--- config.mk ---
export PLATFORM = sky130hd
export DESIGN_NAME = pwr_avg_engine
export DESIGN_NICKNAME = d
export VERILOG_FILES = /design/src/rtl/pwravg_pkg.sv /design/src/rtl/pwravg_window.sv /design/src/rtl/pwravg_accum.sv /design/src/rtl/pwravg_divider.sv /design/src/rtl/pwr_avg_engine.sv
export SDC_FILE = /design/constraint.sdc
export NUM_CORES = 2
export LEC_CHECK = 0
export ABC_AREA = 1
export BUFFER_PORTS_ARGS = -buffer_cell sky130_fd_sc_hd__buf_2
export CAP_MARGIN = 20
export CORE_MARGIN = 1
export CORE_UTILIZATION = 50
export DETAILED_ROUTE_END_ITERATION = 7
export PLACE_DENSITY = 0.64
export SYNTH_ARGS = -nofsm -noshare
export SYNTH_HDL_FRONTEND = slang
export SYNTH_HIERARCHICAL = 1
export SYNTH_SLANG_ARGS = --single-unit
--- constraint.sdc ---
create_clock -name clk -period 3.7 [get_ports clk]
set_clock_uncertainty 0.1 [all_clocks]
set_input_delay 0.925 -clock clk [delete_from_list [all_inputs] [get_ports clk]]
set_output_delay 0.925 -clock clk [all_outputs]
set_load 0.01 [all_outputs]
--- src/rtl/pwravg_pkg.sv ---
package pwravg_pkg;
  typedef enum logic [1:0] {
    ST_IDLE = 2'd0,
    ST_ACC  = 2'd1,
    ST_DIV  = 2'd2,
    ST_OUT  = 2'd3
  } pa_state_e;

  // lane order of the accumulator bank
  localparam int LANE_V2 = 0;
  localparam int LANE_I2 = 1;
  localparam int LANE_P  = 2;
  localparam int LANE_Q  = 3;
  localparam int N_LANES = 4;
endpackage

--- src/rtl/pwravg_window.sv ---
module pwravg_window #(
  parameter int CW    = 16,
  parameter int HW    = 16,
  parameter int MIN_N = 100
) (
  input  logic          clk,
  input  logic          rst_n,
  input  logic          clear,
  input  logic          hs,
  input  logic          zc,
  input  logic          sync,
  input  logic [CW-1:0] cfg_n,
  input  logic [HW-1:0] cfg_hc,
  output logic          close,
  output logic [CW-1:0] n_next
);
  localparam logic [CW-1:0] MIN_V = CW'(MIN_N);

  logic [CW-1:0] cnt;
  logic [HW-1:0] zcnt;
  logic [CW-1:0] n_eff;
  logic [HW-1:0] hc_eff;

  always_comb begin
    n_eff  = (cfg_n < MIN_V) ? MIN_V : cfg_n;
    hc_eff = (cfg_hc == '0) ? HW'(1) : cfg_hc;
    n_next = (cnt == '1) ? cnt : cnt + 1'b1;
    if (sync) close = hs && zc && ((zcnt + 1'b1) >= hc_eff);
    else      close = hs && (n_next >= n_eff);
  end

  always_ff @(posedge clk or negedge rst_n) begin
    if (!rst_n) begin
      cnt  <= '0;
      zcnt <= '0;
    end else if (clear || close) begin
      cnt  <= '0;
      zcnt <= '0;
    end else if (hs) begin
      cnt <= n_next;
      if (zc && zcnt != '1) zcnt <= zcnt + 1'b1;
    end
  end


  win_bound_chk: assert property (@(posedge clk) disable iff (!rst_n)
    !sync |-> cnt < n_eff);
endmodule

--- src/rtl/pwravg_accum.sv ---
module pwravg_accum #(
  parameter int W  = 16,
  parameter int AW = 64
) (
  input  logic                 clk,
  input  logic                 rst_n,
  input  logic                 clear,
  input  logic                 hs,
  input  logic signed [W-1:0]  v,
  input  logic signed [W-1:0]  i,
  input  logic signed [W-1:0]  q,
  output logic [3:0][AW-1:0]   acc,
  output logic [1:0][W-1:0]    pk,
  output logic [1:0][W-1:0]    pk_nxt
);
  import pwravg_pkg::*;

  logic signed [W-1:0] opa [N_LANES];
  logic signed [W-1:0] opb [N_LANES];
  logic signed [W-1:0] chn [2];

  always_comb begin
    opa[LANE_V2] = v; opb[LANE_V2] = v;
    opa[LANE_I2] = i; opb[LANE_I2] = i;
    opa[LANE_P]  = v; opb[LANE_P]  = i;
    opa[LANE_Q]  = i; opb[LANE_Q]  = q;
    chn[0] = v;
    chn[1] = i;
  end

  for (genvar g = 0; g < N_LANES; g++) begin : g_lane
    logic signed [2*W-1:0] prod;
    assign prod = opa[g] * opb[g];
    always_ff @(posedge clk or negedge rst_n) begin
      if (!rst_n)     acc[g] <= '0;
      else if (clear) acc[g] <= '0;
      else if (hs)    acc[g] <= acc[g] + AW'(prod);
    end
  end

  for (genvar c = 0; c < 2; c++) begin : g_peak
    logic [W-1:0] mag;
    assign mag       = chn[c][W-1] ? W'(-chn[c]) : W'(chn[c]);
    assign pk_nxt[c] = (mag > pk[c]) ? mag : pk[c];
    always_ff @(posedge clk or negedge rst_n) begin
      if (!rst_n)     pk[c] <= '0;
      else if (clear) pk[c] <= '0;
      else if (hs)    pk[c] <= pk_nxt[c];
    end


    peak_mono_chk: assert property (@(posedge clk) disable iff (!rst_n)
      !clear |=> pk[c] >= $past(pk[c]));
  end
endmodule

--- src/rtl/pwravg_divider.sv ---
module pwravg_divider #(
  parameter int DW = 64,
  parameter int CW = 16
) (
  input  logic          clk,
  input  logic          rst_n,
  input  logic          go,
  input  logic [DW-1:0] dividend,
  input  logic [CW-1:0] divisor,
  output logic          busy,
  output logic          done,
  output logic [DW-1:0] quot
);
  localparam int SW = $clog2(DW + 1);

  logic [DW-1:0] qr;
  logic [CW-1:0] rem;
  logic [CW-1:0] dv;
  logic [SW-1:0] steps;
  logic [CW:0]   sh;
  logic          fits;

  assign sh   = {rem, qr[DW-1]};
  assign fits = sh >= {1'b0, dv};
  assign quot = qr;

  always_ff @(posedge clk or negedge rst_n) begin
    if (!rst_n) begin
      qr <= '0; rem <= '0; dv <= '0; steps <= '0; busy <= 1'b0; done <= 1'b0;
    end else begin
      done <= 1'b0;
      if (go && !busy) begin
        qr    <= dividend;
        rem   <= '0;
        dv    <= divisor;
        steps <= SW'(DW);
        busy  <= 1'b1;
      end else if (busy) begin
        qr    <= {qr[DW-2:0], fits};
        rem   <= fits ? CW'(sh - {1'b0, dv}) : sh[CW-1:0];
        steps <= steps - 1'b1;
        if (steps == SW'(1)) begin
          busy <= 1'b0;
          done <= 1'b1;
        end
      end
    end
  end


  div_rem_chk: assert property (@(posedge clk) disable iff (!rst_n)
    done |-> rem < dv);
endmodule

--- src/rtl/pwr_avg_engine.sv ---
module pwr_avg_engine #(
  parameter int W     = 16,
  parameter int CW    = 16,
  parameter int HW    = 16,
  parameter int AW    = 64,
  parameter int MIN_N = 100
) (
  input  logic                 clk,
  input  logic                 rst_n,
  input  logic                 start,
  input  logic                 stop,
  input  logic                 cfg_sync,
  input  logic [CW-1:0]        cfg_n,
  input  logic [HW-1:0]        cfg_hc,
  input  logic [2*W-1:0]       cfg_p_off,
  input  logic [2*W-1:0]       cfg_q_off,
  input  logic                 smp_valid,
  output logic                 smp_ready,
  input  logic [W-1:0]         smp_v,
  input  logic [W-1:0]         smp_i,
  input  logic [W-1:0]         smp_q,
  input  logic                 smp_zc,
  output logic                 res_valid,
  input  logic                 res_ready,
  output logic [2*W-1:0]       res_v2,
  output logic [2*W-1:0]       res_i2,
  output logic [2*W:0]         res_p,
  output logic [2*W:0]         res_q,
  output logic [W-1:0]         res_pkv,
  output logic [W-1:0]         res_pki,
  output logic [CW-1:0]        res_count
);
  import pwravg_pkg::*;

  localparam int RW = 2 * W + 1;

  pa_state_e          st;
  logic               run;
  logic [1:0]         sel;
  logic               div_go, div_busy, div_done;
  logic [AW-1:0]      div_q;
  logic [3:0][AW-1:0] acc;
  logic [1:0][W-1:0]  pk, pk_nxt;
  logic               hs, close, acc_clear, win_clear;
  logic [CW-1:0]      n_next;
  logic [AW-1:0]      op, mag, qs;
  logic               neg;
  logic [RW-1:0]      p_sum, q_sum;

  assign smp_ready = (st == ST_ACC);
  assign res_valid = (st == ST_OUT);
  assign hs        = smp_valid && smp_ready;
  assign acc_clear = ((st == ST_IDLE) && start && !stop) ||
                     ((st == ST_OUT) && res_ready && run && !stop);
  assign win_clear = acc_clear || stop;

  pwravg_window #(.CW(CW), .HW(HW), .MIN_N(MIN_N)) u_win (
    .clk(clk), .rst_n(rst_n), .clear(win_clear), .hs(hs), .zc(smp_zc),
    .sync(cfg_sync), .cfg_n(cfg_n), .cfg_hc(cfg_hc),
    .close(close), .n_next(n_next)
  );

  pwravg_accum #(.W(W), .AW(AW)) u_acc (
    .clk(clk), .rst_n(rst_n), .clear(acc_clear), .hs(hs),
    .v(smp_v), .i(smp_i), .q(smp_q),
    .acc(acc), .pk(pk), .pk_nxt(pk_nxt)
  );

  pwravg_divider #(.DW(AW), .CW(CW)) u_div (
    .clk(clk), .rst_n(rst_n), .go(div_go), .dividend(mag), .divisor(res_count),
    .busy(div_busy), .done(div_done), .quot(div_q)
  );

  always_comb begin
    op    = acc[sel];
    neg   = op[AW-1];
    mag   = neg ? -op : op;
    qs    = neg ? -div_q : div_q;
    p_sum = RW'(qs) + {cfg_p_off[2*W-1], cfg_p_off};
    q_sum = RW'(qs) + {cfg_q_off[2*W-1], cfg_q_off};
  end

  always_ff @(posedge clk or negedge rst_n) begin
    if (!rst_n) begin
      st <= ST_IDLE; run <= 1'b0; sel <= '0; div_go <= 1'b0;
      res_v2 <= '0; res_i2 <= '0; res_p <= '0; res_q <= '0;
      res_pkv <= '0; res_pki <= '0; res_count <= '0;
    end else begin
      div_go <= 1'b0;
      if (stop) run <= 1'b0;
      unique case (st)
        ST_IDLE: if (start && !stop) begin
          run <= 1'b1;
          st  <= ST_ACC;
        end
        ST_ACC: begin
          if (stop) st <= ST_IDLE;
          else if (close) begin
            res_count <= n_next;
            res_pkv   <= pk_nxt[0];
            res_pki   <= pk_nxt[1];
            sel       <= '0;
            div_go    <= 1'b1;
            st        <= ST_DIV;
          end
        end
        ST_DIV: if (div_done) begin
          unique case (sel)
            2'd0: res_v2 <= div_q[2*W-1:0];
            2'd1: res_i2 <= div_q[2*W-1:0];
            2'd2: res_p  <= p_sum;
            default: res_q <= q_sum;
          endcase
          if (sel == 2'd3) st <= ST_OUT;
          else begin
            sel    <= sel + 1'b1;
            div_go <= 1'b1;
          end
        end
        default: if (res_ready) st <= (run && !stop) ? ST_ACC : ST_IDLE;
      endcase
    end
  end


  ready_low_chk: assert property (@(posedge clk) disable iff (!rst_n)
    res_valid |-> !smp_ready);


  res_hold_chk: assert property (@(posedge clk) disable iff (!rst_n)
    res_valid && !res_ready |=> res_valid && $stable(res_p) && $stable(res_q)
      && $stable(res_v2) && $stable(res_count) && $stable(res_pkv));


  meansq_chk: assert property (@(posedge clk) disable iff (!rst_n)
    res_valid |-> (res_v2 <= res_pkv * res_pkv) && (res_i2 <= res_pki * res_pki));


  stop_drop_chk: assert property (@(posedge clk) disable iff (!rst_n)
    (st == ST_ACC) && stop |=> !smp_ready && !res_valid);
endmodule

======== Yosys cells after proc, flatten, opt, wreduce, memory -nomap -nowiden ========
Index checks and enable logic that the tools add are counted.
cells by class
  equality and inequality tests ........... 16
  magnitude comparators ................... 7
  add/subtract/negate cells ............... 15
  reduce and logical (&&, ||, !) cells .... 36
  div/mod/pow operators ................... 0
  multiply operators ...................... 4
  multiplexer cells ....................... 63
  shifts and indexed selects .............. 0
  bitwise gates (word level) .............. 2
operator list
  cell                                                                   number
  64-bit 2-to-1 mux                                                      12
  16-bit 2-to-1 mux                                                      19
  64-bit adder                                                           4
  64-bit binary-select mux with 2-bit select                             1
  16-bit by 16-bit multiplier with 32-bit output                         4
  33-bit adder                                                           2
  64-bit negation                                                        1
  33-bit 2-to-1 mux                                                      1
  33-bit negation                                                        1
  16-bit by 1-bit adder with 16-bit output, second input constant        2
  16-bit >= comparator                                                   2
  16-bit > comparator                                                    2
  16-bit negation                                                        2
  2-bit 2-to-1 mux                                                       10
  17-bit by 16-bit >= comparator with 1-bit output                       1
  16-bit equality test, second input constant                            1
  16-bit zero test                                                       1
  16-bit by 7-bit < comparator with 1-bit output, second input constant  1
  16-bit != test, second input constant                                  1
  16-bit subtractor                                                      1
  1-bit 2-to-1 mux                                                       15
  3-bit AND reduction                                                    5
  7-bit 2-to-1 mux                                                       2
  1-bit logical AND                                                      13
  other kinds (21)                                                       39
word-level totals
  word-level logic and storage cells ...... 168
  bits in writable memories ............... 0
  output and inout port bits .............. 180
  ROM bits ................................ 0
  bits of input ports ..................... 152
  memories ................................ 0
  latch bits .............................. 0
  flip-flop bits (word level) ............. 609

======== Depth between registers and ports, before layout ========
  depth in word-level cells ............... 9
  gate-level depth with buffers ........... 45
  mapped depth without buffers ............ 43

======== Hierarchy ========
The synthesis kept the hierarchy.
by module, submodules not included
  module          seq. area each (um^2)  area each (um^2)  cells each  instances
  pwravg_accum    7206.9                 70744.1           10188       1
  pwr_avg_engine  4604.4                 15760.1           2445        1
  pwravg_divider  2627.5                 5637.9            728         1
  pwravg_window   800.8                  3158.0            474         1

======== Worst setup path before layout ========
No wires, ideal clock.
  kind .................................... in2reg
  from .................................... in smp_v[15]
  to ...................................... reg u_acc/acc[177] (netlist name)
  setup slack ............................. -4.946 ns
  cell stages on the path ................. 37
  setup time .............................. 0.117 ns
  buffers on the path ..................... 3
  required time ........................... 3.483 ns
  arrival ................................. 8.429 ns
  path through ............................ clkbuf_1 > buf_2 > buf_1 > nand2_1 > inv_1 > fa_1 > fa_1 > fa_1 > inv_1 > fa_1 > inv_1 > fa_1 > inv_1 > fa_1 > inv_1 > ha_1 > nand2_1 > nor2_1 > nand2_1 > nor2_1 > nand2_1 > inv_1 > nor2_1 > nand2_1 > nand2_1 > ha_1 > nand2_1 > nor2_1 > inv_2 > nor2_1 > inv_2 > nor4_1 > nand2_1 > nand3_1 > nand2_1 > nand3_1 > nand2_1
on the way
  cells in the longest elaborated chain, start to end .. 4
RTL lines
  element                                         RTL line              RTL
  start: declaration                              pwr_avg_engine.sv:19  input logic [W-1:0] smp_v,
  16-bit by 16-bit multiplier with 32-bit output  pwravg_accum.sv:33    assign prod = opa[g] * opb[g];
  64-bit adder                                    pwravg_accum.sv:37    else if (hs) acc[g] <= acc[g] + AW'(prod);
  64-bit 2-to-1 mux                               pwravg_accum.sv:37
  64-bit 2-to-1 mux                               pwravg_accum.sv:36    else if (clear) acc[g] <= '0;
  end signal: indexed assignment                  pwravg_accum.sv:37
  end: declaration                                pwravg_accum.sv:12    output logic [3:0][AW-1:0] acc,
Every way passes these cells. The select of a mux whose other input is x is not followed.
A chain may end at the register's enable or synchronous reset.

======== Final worst setup path ========
  from .................................... in smp_v[15]
  to ...................................... reg u_acc/acc[43] (netlist name)
Same word-level chain as after synthesis.

==> flow_summary.toml <==
[grt]
grt_overflow_total = 0
grt_pass1_wl_mm = 602
grt_pass1_vias = 106321
antenna_found_initial = 11
grt_usage_pct = 40.6
grt_max_degree = 114

[logic_synthesis]
postSynthAreaPerCell_um2 = 6.89
synth.area.top_cells = "fa_1 21%, nand2_1 16%, dfrtp_1 16%, ha_1 10%, inv_1 10%"
yosysTopAreaCellShare_pct = 20.9
syn_inst = 13835
async_flop_share_pct = 100
synth_ff_type = "dfrtp_1"
yosysTopAreaCell = "fa_1"
synth_edf_count = 0
synth_fp_nets = 15760
ys_warn_count = 6
yosysUniqueCellTypes = 74
syn_area_um2 = 95300
ys_ff_latch = 609
yosysSeqAreaShare_pct = 16.0

[cts]
cts_root_buf = "clkbuf_16"
numCtsBuffers = 81
cts_tree = "done"
htreeDepth = 3
numClockSinks = 609
clkTransAtPathRegs_ns = 0.06
clock_path_buffers = 3
worstSkewPairLatency_ns = 0.77

[route]
drc = 0
drtIter0Drc = 9318
wl_per_cell_um = 21.1
vias = 104449
via_per_inst = 5.52
totalWireLength_mm = 399
drt_pass1_iterations = 6
final_antenna_net_count = 0

[place]
gp_congestion = 1.10
dpl-instance-area_um2 = 119000
port_buffers = 331
dp_hpwl_mm = 318
placedCellCount = 18530

[layout]
drive_above_1_share_pct = 29.7
nNetsFinal = 18300
final_cell_mix = "3769 x nand2_1, 2386 x inv_1, 2274 x buf_4, 942 x fa_1, 799 x nor2_1"
postLayoutCoreUtil_pct = 69.9
area_growth_syn_to_layout_pct = 38.4
final_cells = 18938
finalInstanceArea_um2 = 132000
mostFrequentLayoutCell = "nand2_1"

[sta]
fmax_mhz = 133
finalCritPeriodShare_pct = 203
setup_slack_ns = -3.82
rsz0062_at_grt = "yes"
hold_viol = 0
tightest_slew_ns = 1.03
finalCriticalPeriod_ns = 7.52
slew_viol_final = 0
setup_violations = 386
slew_headroom_pct = 30.8

[die]
dieArea_um2 = 192000
core_um2 = 189000
initial_core_util_pct = 50.5
die_h_um = 439
num_rows = 159
pin_count = 332
die_x_um = 439

[worst_setup_path]
worst_path_max_delay_cell = "fa_2"
critPathMaxFanout = 6
cp.required_ns = 4.28
slowest_delay_ns = 0.67
critPathArrivalTime_ns = 8.10
cp-start-kind = "input pin"
crit_path_end_kind = "flip-flop"
path_class = "input pin to flip-flop"

[min_path]
hp-class = "input pin to flip-flop"

[run_status]
status = "finished, violations left"
violations = "setup timing"

[flow_run]
maxCapViolations = 0
## path summary, 6_finish.rpt
| path | cells past startpoint | end | slack (ns) | startpoint |
|---|---|---|---|---|
| setup / recovery | 36 | u_acc/acc[43]$_DFFE_PN0P_ | -3.82 | smp_v[15] |
| hold / removal | 3 | run$_DFF_PN0_ | 0.36 | start |
| setup reg to reg | 16 | res_p[24]$_DFFE_PN0P_ | -0.39 | sel[0]$_DFFE_PN0P_ |
| hold reg to reg | 2 | res_q[0]$_DFFE_PN0P_ | 0.37 | res_q[0]$_DFFE_PN0P_ |
| min in group asynchronous | 2 | res_pkv[4]$_DFFE_PN0P_ | 0.57 | rst_n |
| max in group asynchronous | 4 | u_acc/acc[86]$_DFFE_PN0P_ | 1.73 | rst_n |
## per-layer routing
metal / wire [µm] / global-route usage [%]
met3: 35400 / 8.09
met1: 157000 / 51.0
met5: 26 / 0
met2: 179000 / 65.2
met4: 28200 / 23.1
## worst max-delay path, delay by kind of cell
kind            cells  cell delay [ns]
simple gates       17             1.89
compound gates      2             0.34
fa+ha+maj           8             3.75
buf+inv             9             1.15
## final cells by class
type	count	area, µm²
diodes	5	12.5
clock buffers	113	2330
clock inverters	33	478
fillers	15573	56700
inverters	2644	9980
multi-input cells	10210	77800
flip-flops and latches	609	15200
well taps	2495	3120
repair buffers	2829	22900
## flip-flops by register name (all words and copies together) (netlist names), 32 cells and up
register and flops:
res_i2 32, res_p 33, res_q 33, res_v2 32, u_acc/acc 256, u_acc/pk 32
u_div/quot 64
## stage by stage
step	worst slack (ns)	TNS, ns	hold WS [ns]
2_1_floorplan	-4.15	-806.66	0.349
4_1_cts	-3.68	-783.63	0.333
3_3_place_gp	-4.91	-1060.78	0.358
6_report	-3.82	-817.15	0.363
5_1_grt	-4.00	-891.42	0.391
3_5_place_dp	-4.95	-1084.36	0.361
## repair_timing
action,4_1_cts,5_1_grt
pin swaps,388,250
resized for setup,1169,759
endpoints found under the setup margin,317,416
hold buffers,1,0
setup buffers,168,67
hold endpoints to repair,39,0
gates cloned,20,8
## cell usage after synthesis (10+ instances only)
master	number
a21oi_1	654
nand3_1	707
inv_2	49
inv_1	2588
a21boi_0	16
buf_6	15
nand3_2	10
a22oi_1	14
o21bai_1	76
a32o_1	10
nand4_1	81
o31ai_1	14
or2_2	24
o211ai_1	34
o21ai_2	12
clkbuf_1	218
nand2_1	4123
nor4_1	44
o21ai_1	96
nand3b_1	66
nor2_2	37
mux2_2	48
buf_1	64
ha_1	777
a31oi_1	31
xnor2_1	118
dfrtp_1	609
nor2_1	1110
fa_1	996
buf_2	73
nor3_1	101
o21ai_0	569
xor2_1	187
o21a_1	32
a21o_1	54
o221ai_1	13
nand2_2	17
and2_1	34
a31o_2	10
## cell families after synthesis
| family | share of synthesized area, % |
|---|---|
| compound gates | 9.80 |
| mux | 0.567 |
| xor+xnor | 2.82 |
| fa+ha+maj | 31.1 |
| buf+inv | 12.1 |
| flops | 16.0 |
| simple gates | 27.6 |
Power is not shown: default switching activity piles up to over one toggle a cycle in this logic, so the estimate is an artifact.
